$ cat config.mk
export PLATFORM = sky130hd
export DESIGN_NAME = sram_xfer_ctrl
export DESIGN_NICKNAME = d
export VERILOG_FILES = /design/src/rtl/sram_xfer_pkg.sv /design/src/rtl/sram_xfer_seq.sv /design/src/rtl/sram_xfer_dp.sv /design/src/rtl/sram_xfer_ctrl.sv
export SDC_FILE = /design/constraint.sdc
export NUM_CORES = 1
export LEC_CHECK = 0
export ABC_AREA = 1
export BUFFER_PORTS_ARGS = -buffer_cell sky130_fd_sc_hd__clkbuf_2
export CAP_MARGIN = 10
export CORE_ASPECT_RATIO = 1.5
export CORE_MARGIN = 2
export CORE_UTILIZATION = 35
export CTS_CLUSTER_DIAMETER = 50
export DETAILED_ROUTE_END_ITERATION = 8
export GPL_TIMING_DRIVEN = 0
export PLACE_DENSITY = 0.63
export SYNTH_ARGS = -nofsm -noshare
export SYNTH_HDL_FRONTEND = slang
export SYNTH_SLANG_ARGS = --single-unit
$ cat constraint.sdc
create_clock -name clk -period 1.4 [get_ports clk]
set_clock_uncertainty 0.05 [all_clocks]
set_input_delay 0.28 -clock clk [delete_from_list [all_inputs] [get_ports clk]]
set_output_delay 0.28 -clock clk [all_outputs]
set_load 0.02 [all_outputs]
$ cat src/rtl/sram_xfer_pkg.sv
package sram_xfer_pkg;

  typedef enum logic [1:0] {
    PH_IDLE   = 2'd0,
    PH_SETUP  = 2'd1,
    PH_STROBE = 2'd2,
    PH_HOLD   = 2'd3
  } phase_t;

  // Strobes from the sequencer to the datapath
  typedef struct packed {
    logic load;     // capture host request this cycle
    logic isWr;     // current transfer is a write
    logic busy;     // setup, strobe or hold
    logic strobe;   // strobe phase
    logic capture;  // last strobe cycle of a read
  } xfer_ctrl_t;

endpackage

$ cat src/rtl/sram_xfer_seq.sv
module sram_xfer_seq
  import sram_xfer_pkg::*;
#(
  parameter int SETUP_CYC  = 1,
  parameter int STROBE_CYC = 1,
  parameter int HOLD_CYC   = 1
) (
  input  logic       clk,
  input  logic       rstN,
  input  logic       hostRd,
  input  logic       hostWr,
  output xfer_ctrl_t ctrl,
  output logic       hostWait
);

  localparam int MAX_A   = (SETUP_CYC > STROBE_CYC) ? SETUP_CYC : STROBE_CYC;
  localparam int MAX_CYC = (MAX_A > HOLD_CYC) ? MAX_A : HOLD_CYC;
  localparam int CNT_W   = (MAX_CYC > 1) ? $clog2(MAX_CYC) : 1;

  phase_t           phase;
  logic [CNT_W-1:0] phaseCnt;
  logic             wrMode;
  logic             lastCyc;
  logic             request;

  assign request = hostRd | hostWr;
  assign lastCyc = (phaseCnt == '0);

  always_ff @(posedge clk or negedge rstN) begin
    if (!rstN) begin
      phase    <= PH_IDLE;
      phaseCnt <= '0;
      wrMode   <= 1'b0;
    end else begin
      unique case (phase)
        PH_IDLE: if (request) begin
          phase    <= PH_SETUP;
          phaseCnt <= CNT_W'(SETUP_CYC - 1);
          wrMode   <= hostWr;           // write wins a tie
        end
        PH_SETUP: if (lastCyc) begin
          phase    <= PH_STROBE;
          phaseCnt <= CNT_W'(STROBE_CYC - 1);
        end else phaseCnt <= phaseCnt - 1'b1;
        PH_STROBE: if (lastCyc) begin
          phase    <= PH_HOLD;
          phaseCnt <= CNT_W'(HOLD_CYC - 1);
        end else phaseCnt <= phaseCnt - 1'b1;
        PH_HOLD: if (lastCyc) phase <= PH_IDLE;
                 else phaseCnt <= phaseCnt - 1'b1;
        default: phase <= PH_IDLE;
      endcase
    end
  end

  always_comb begin
    ctrl.load    = (phase == PH_IDLE) & request;
    ctrl.isWr    = wrMode;
    ctrl.busy    = (phase != PH_IDLE);
    ctrl.strobe  = (phase == PH_STROBE);
    ctrl.capture = (phase == PH_STROBE) & lastCyc & ~wrMode;
  end

  assign hostWait = ctrl.busy;

endmodule

$ cat src/rtl/sram_xfer_dp.sv
module sram_xfer_dp
  import sram_xfer_pkg::*;
#(
  parameter int BYTE_ADDR_W = 19,
  parameter int DATA_W      = 16
) (
  input  logic                        clk,
  input  logic                        rstN,
  input  xfer_ctrl_t                  ctrl,
  input  logic [BYTE_ADDR_W-1:0]      hostAddr,
  input  logic [DATA_W-1:0]           hostWrData,
  input  logic [DATA_W/8-1:0]         hostByteMask,
  input  logic [DATA_W-1:0]           memDataIn,
  output logic [DATA_W-1:0]           hostRdData,
  output logic [BYTE_ADDR_W-$clog2(DATA_W/8)-1:0] memAddr,
  output logic [DATA_W-1:0]           memDataOut,
  output logic                        memDataOe,
  output logic                        memCsN,
  output logic                        memWeN,
  output logic                        memRdN,
  output logic [DATA_W/8-1:0]         memLaneN
);

  localparam int LANES  = DATA_W / 8;
  localparam int SHIFT  = $clog2(LANES);
  localparam int WORD_W = BYTE_ADDR_W - SHIFT;

  logic [WORD_W-1:0] addrReg;
  logic [DATA_W-1:0] dataReg;
  logic [LANES-1:0]  maskReg;
  logic [DATA_W-1:0] rdReg;

  always_ff @(posedge clk or negedge rstN) begin
    if (!rstN) begin
      addrReg <= '0;
      dataReg <= '0;
      maskReg <= '0;
      rdReg   <= '0;
    end else begin
      if (ctrl.load) begin
        addrReg <= hostAddr[BYTE_ADDR_W-1:SHIFT];
        dataReg <= hostWrData;
        maskReg <= hostByteMask;
      end
      if (ctrl.capture) rdReg <= memDataIn;
    end
  end

  assign memAddr    = addrReg;
  assign memDataOut = dataReg;
  assign hostRdData = rdReg;
  assign memCsN     = ~ctrl.busy;
  assign memDataOe  = ctrl.busy & ctrl.isWr;
  assign memWeN     = ~(ctrl.strobe & ctrl.isWr);
  assign memRdN     = ~(ctrl.strobe & ~ctrl.isWr);

  for (genvar i = 0; i < LANES; i++) begin : g_lane
    assign memLaneN[i] = ~(ctrl.busy & maskReg[i]);
  end

endmodule

$ cat src/rtl/sram_xfer_ctrl.sv
module sram_xfer_ctrl
  import sram_xfer_pkg::*;
#(
  parameter int SETUP_CYC  = 1,
  parameter int STROBE_CYC = 1,
  parameter int HOLD_CYC   = 1
) (
  input  logic        clk,
  input  logic        rstN,
  input  logic [18:0] hostAddr,
  input  logic [15:0] hostWrData,
  input  logic [1:0]  hostByteMask,
  input  logic        hostRd,
  input  logic        hostWr,
  output logic        hostWait,
  output logic [15:0] hostRdData,
  output logic [17:0] memAddr,
  output logic [15:0] memDataOut,
  input  logic [15:0] memDataIn,
  output logic        memDataOe,
  output logic        memCsN,
  output logic        memWeN,
  output logic        memRdN,
  output logic        memUbN,
  output logic        memLbN
);

  xfer_ctrl_t ctrl;
  logic [1:0] laneN;

  sram_xfer_seq #(
    .SETUP_CYC (SETUP_CYC),
    .STROBE_CYC(STROBE_CYC),
    .HOLD_CYC  (HOLD_CYC)
  ) u_seq (
    .clk     (clk),
    .rstN    (rstN),
    .hostRd  (hostRd),
    .hostWr  (hostWr),
    .ctrl    (ctrl),
    .hostWait(hostWait)
  );

  sram_xfer_dp #(
    .BYTE_ADDR_W(19),
    .DATA_W     (16)
  ) u_dp (
    .clk         (clk),
    .rstN        (rstN),
    .ctrl        (ctrl),
    .hostAddr    (hostAddr),
    .hostWrData  (hostWrData),
    .hostByteMask(hostByteMask),
    .memDataIn   (memDataIn),
    .hostRdData  (hostRdData),
    .memAddr     (memAddr),
    .memDataOut  (memDataOut),
    .memDataOe   (memDataOe),
    .memCsN      (memCsN),
    .memWeN      (memWeN),
    .memRdN      (memRdN),
    .memLaneN    (laneN)
  );

  assign memUbN = laneN[1];
  assign memLbN = laneN[0];

endmodule

==> impl_summary.txt <==
----------------------------------------------------
[Logic synthesis]
  Post-synthesis sequential area ratio ... roughly 61%
  Post-synthesis instance area ... about 2300 um^2
  Synth area leaders ... dfrtp_1 (61%), nand2_1 (19%), nand3_1 (12%)
  Library cells used by synthesis ... 15
  Nets in the synthesized netlist ... ~310
  Register bit count reported by yosys ... 55
  Synth Instances ... ~250
  Top-area cell type share of the netlist area ... 60.57%
  Synth warn ... 0
  Mean cell area of the mapped netlist ... roughly 9.0 um^2
  Leading area contributor after synthesis ... dfrtp_1

[Global routing]
  Via count of the first global-routing pass ... about 2,100
  All-Layer GR Usage ... 17.63%
  Overflow after GRT ... 0
  Pin count of the biggest net entering global routing ... 56
  Initial antenna violation count ... 0
  Global-route wire length before repair ... between 10,000 and 15,000 um

[Setup path]
  Startpoint type of the worst setup path ... register
  Crit path max fanout ... 3
  Setup crit end kind ... output pin
  Required time at the worst-slack endpoint ... approximately 1.1 ns
  Count of cells along the worst register-to-register path ... 10
  Category of the critical setup timing path ... reg2out
  Arrival time of data at the critical path endpoint ... 1.40 ns

[Cells and area]
  Area of the multi-input gates ... between 900 and 1000 um^2
  Fraction of layout instances using a drive strength above 1 ... between 50 and 60%
  # diodes ... 0
  Highest-count cells in the layout ignoring fill and taps ... clkbuf_2 (104), nand2_1 (73), dfrtp_1 (55)
  Register area ... between 1000 and 1500 um^2
  Final standard cell utilization of the core ... approximately 56%
  Final #Nets ... about 450
  Most common library cell in the layout ignoring fill and taps ... clkbuf_2
  Growth of design area from synthesis to finish ... 57.71%
  Filler cell count ... slightly above 600

[Power]
  Peak supply drop ... ~1.1 mV
  Power per Cell Area ... approximately 2600 nW/um^2
  Reported net switching power ... 4113 uW
  Flop pwr share ... 31.4%
  Net switching fraction of the power ... between 40% and 50%
  Internal cell power ... approximately 5200 uW
  Power share of the clock group ... approximately a tenth
  Lkg Pwr ... about 0.0020 uW
  Proportion of power drawn by combinational gates ... between 50% and 60%

[STA]
  RSZ-0062 raised after global routing ... yes
  Worst Tran Pin Value ... around 0.76 ns
  Final hold violations ... 0
  Finish-stage setup viols ... 46
  Normalized max-slew margin ... between 40% and 50%
  Minimum setup slack in the final design ... -0.3322 ns
  Share of the clock period used by the worst path ... 123.7%
  Final period demand of the worst path ... between 1.5 and 2 ns
  Count of pins over their slew limit ... 0
  Maximum achievable frequency ... just under 600 MHz

[Placed design]
  DPL Wire Length ... roughly 4100 um
  Weighted congestion reported at the end of routability-driven placement ... about 0.75
  Pre-CTS worst setup slack ... -0.2662 ns
  Number of buffers added on ports ... about 110

[Clock network]
  Clock insertion delay at the later pin of the skew report ... about 0.31 ns
  Maximum clock path buffer count ... 2
  # clock sinks ... 55
  Deepest level of the CTS H-tree ... 2
  Reg clk slew, reported paths ... about 0.09 ns
  Clock tree from TritonCTS ... yes
  Number of buffers added by the clock tree synthesis step ... 5
  Buffer type at the clock tree root ... clkbuf_8
  Hold-fix buffers at CTS ... 0

[Floorplan]
  Initial cell density of the core ... 35.52%
  Die extent in x ... 69.79 um
  Number of standard-cell rows in the floorplan ... 36
  Count of pins on the block boundary ... about 110
  Die H ... between 100 and 150 um
  Die ar. ... roughly 7000 um^2
  Floorplan core area ... 6396 um^2

[Route]
  Number of iterations in the first detailed-routing pass ... 4
  Vias ... approximately 2,200
  Vias per std cell ... 4.713
  Iteration-0 DRC count of the detailed router ... slightly above 100
  Residual antenna-violating net count after detailed routing ... 0
  Wirelength per Cell ... ~14 um
  Wire length after detailed routing ... about 6400 um
  DR DRC count ... 0

[Status]
  Status ... complete, but fails checks
  Violations in the final reports ... negative setup slack

[Min path]
  Worst min path class ... in2async

[Run]
  Number of violations of the max-capacitance limit ... 0

----------------------------------------------------
sequential cells by signal (all words and copies together), names as in the netlist:
register,cells
u_seq.wrMode,1
u_dp.memDataOut,16
u_dp.hostRdData,16
u_seq.phase,2
u_dp.maskReg,2
u_dp.memAddr,18
Yosys cell counts (all sizes together):
master / instances
nand3: 54
clkbuf: 4
nor2: 1
nand4: 2
ha: 3
inv: 6
o21ai: 1
or2: 1
buf: 11
nand2: 115
dfrtp: 55
cell type report:
cell class / instances / share of cell area, %
buffer: 12 / 3.736
clock buffer: 6 / 2.304
clock inverter: 1 / 0.1397
inverter: 6 / 0.8380
multi-input combinational: 178 / 27.65
sequential: 55 / 38.41
tap: 76 / 2.654
timing repair buffer: 133 / 24.27
per-layer routing:
layer	track usage, %	wire (um)
met1	20.94	2574
met2	31.79	3442
met3	4.008	297
met4	5.621	79
met5	0	0
path summary, 6_finish.rpt:
check                                      end  slack [ns]                start
hold reg to reg            u_dp.hostRdData[13]        0.43  u_dp.hostRdData[13]
hold / removal              u_dp.memDataOut[6]       0.009                 rstN
setup reg to reg                  u_seq.wrMode       -0.17       u_seq.phase[0]
setup / recovery                     memDataOe       -0.33       u_seq.phase[0]
max in group asynchronous     u_dp.memAddr[17]        0.80                 rstN
min in group clk              u_dp.memAddr[10]        0.13         hostAddr[11]
per-stage QoR:
stage / setup TNS (ns) / total power (uW) / std cells / hold WS, ns / cell area, um^2
2_1_floorplan: -0.02762 / 5406 / 253 / -0.06559 / 2303
3_3_place_gp: -14.74 / 6686 / 441 / 0.4038 / 2959
3_5_place_dp: -4.713 / 6784 / 441 / 0.3766 / 2962
4_1_cts: -8.089 / 8546 / 463 / 0.02855 / 3343
5_1_grt: -8.986 / 10020 / 467 / 0.05968 / 3583
6_report: -6.697 / 9295 / 467 / 0.008678 / 3583
repair_timing:
item	4_1_cts	5_1_grt
endpoints found under the setup margin	46	55
gates resized for setup	47	65
pin swaps	2	16
setup buffers	11	6
endpoints found under the hold margin	0	0
cloned	4	1
critical path: stages, from the launching register on:
cell and delay [ns]:
dfrtp_1 0.41, inv_4 0.07, ha_4 0.17, buf_6 0.12, clkbuf_16 0.14, nor2_4 0.08
buf_8 0.11
logic make-up after synthesis:
logic type / Yosys count / synth area share (%)
fa+ha+maj: 3 / 1.652
flops: 55 / 60.57
buf+inv: 21 / 4.735
compound gates: 1 / 0.7161
simple gates: 173 / 32.32
power groups by stage:
stage / Combinational (uW) / Clock, uW / Sequential (uW)
after floorplan: 1750 / 0 / 3660
after global placement: 3890 / 0 / 2800
after detailed placement: 3970 / 0 / 2820
after CTS: 4810 / 940 / 2800
after global routing: 5990 / 1010 / 3010
final: 5480 / 894 / 2920
(Power assumes the default switching activity.)
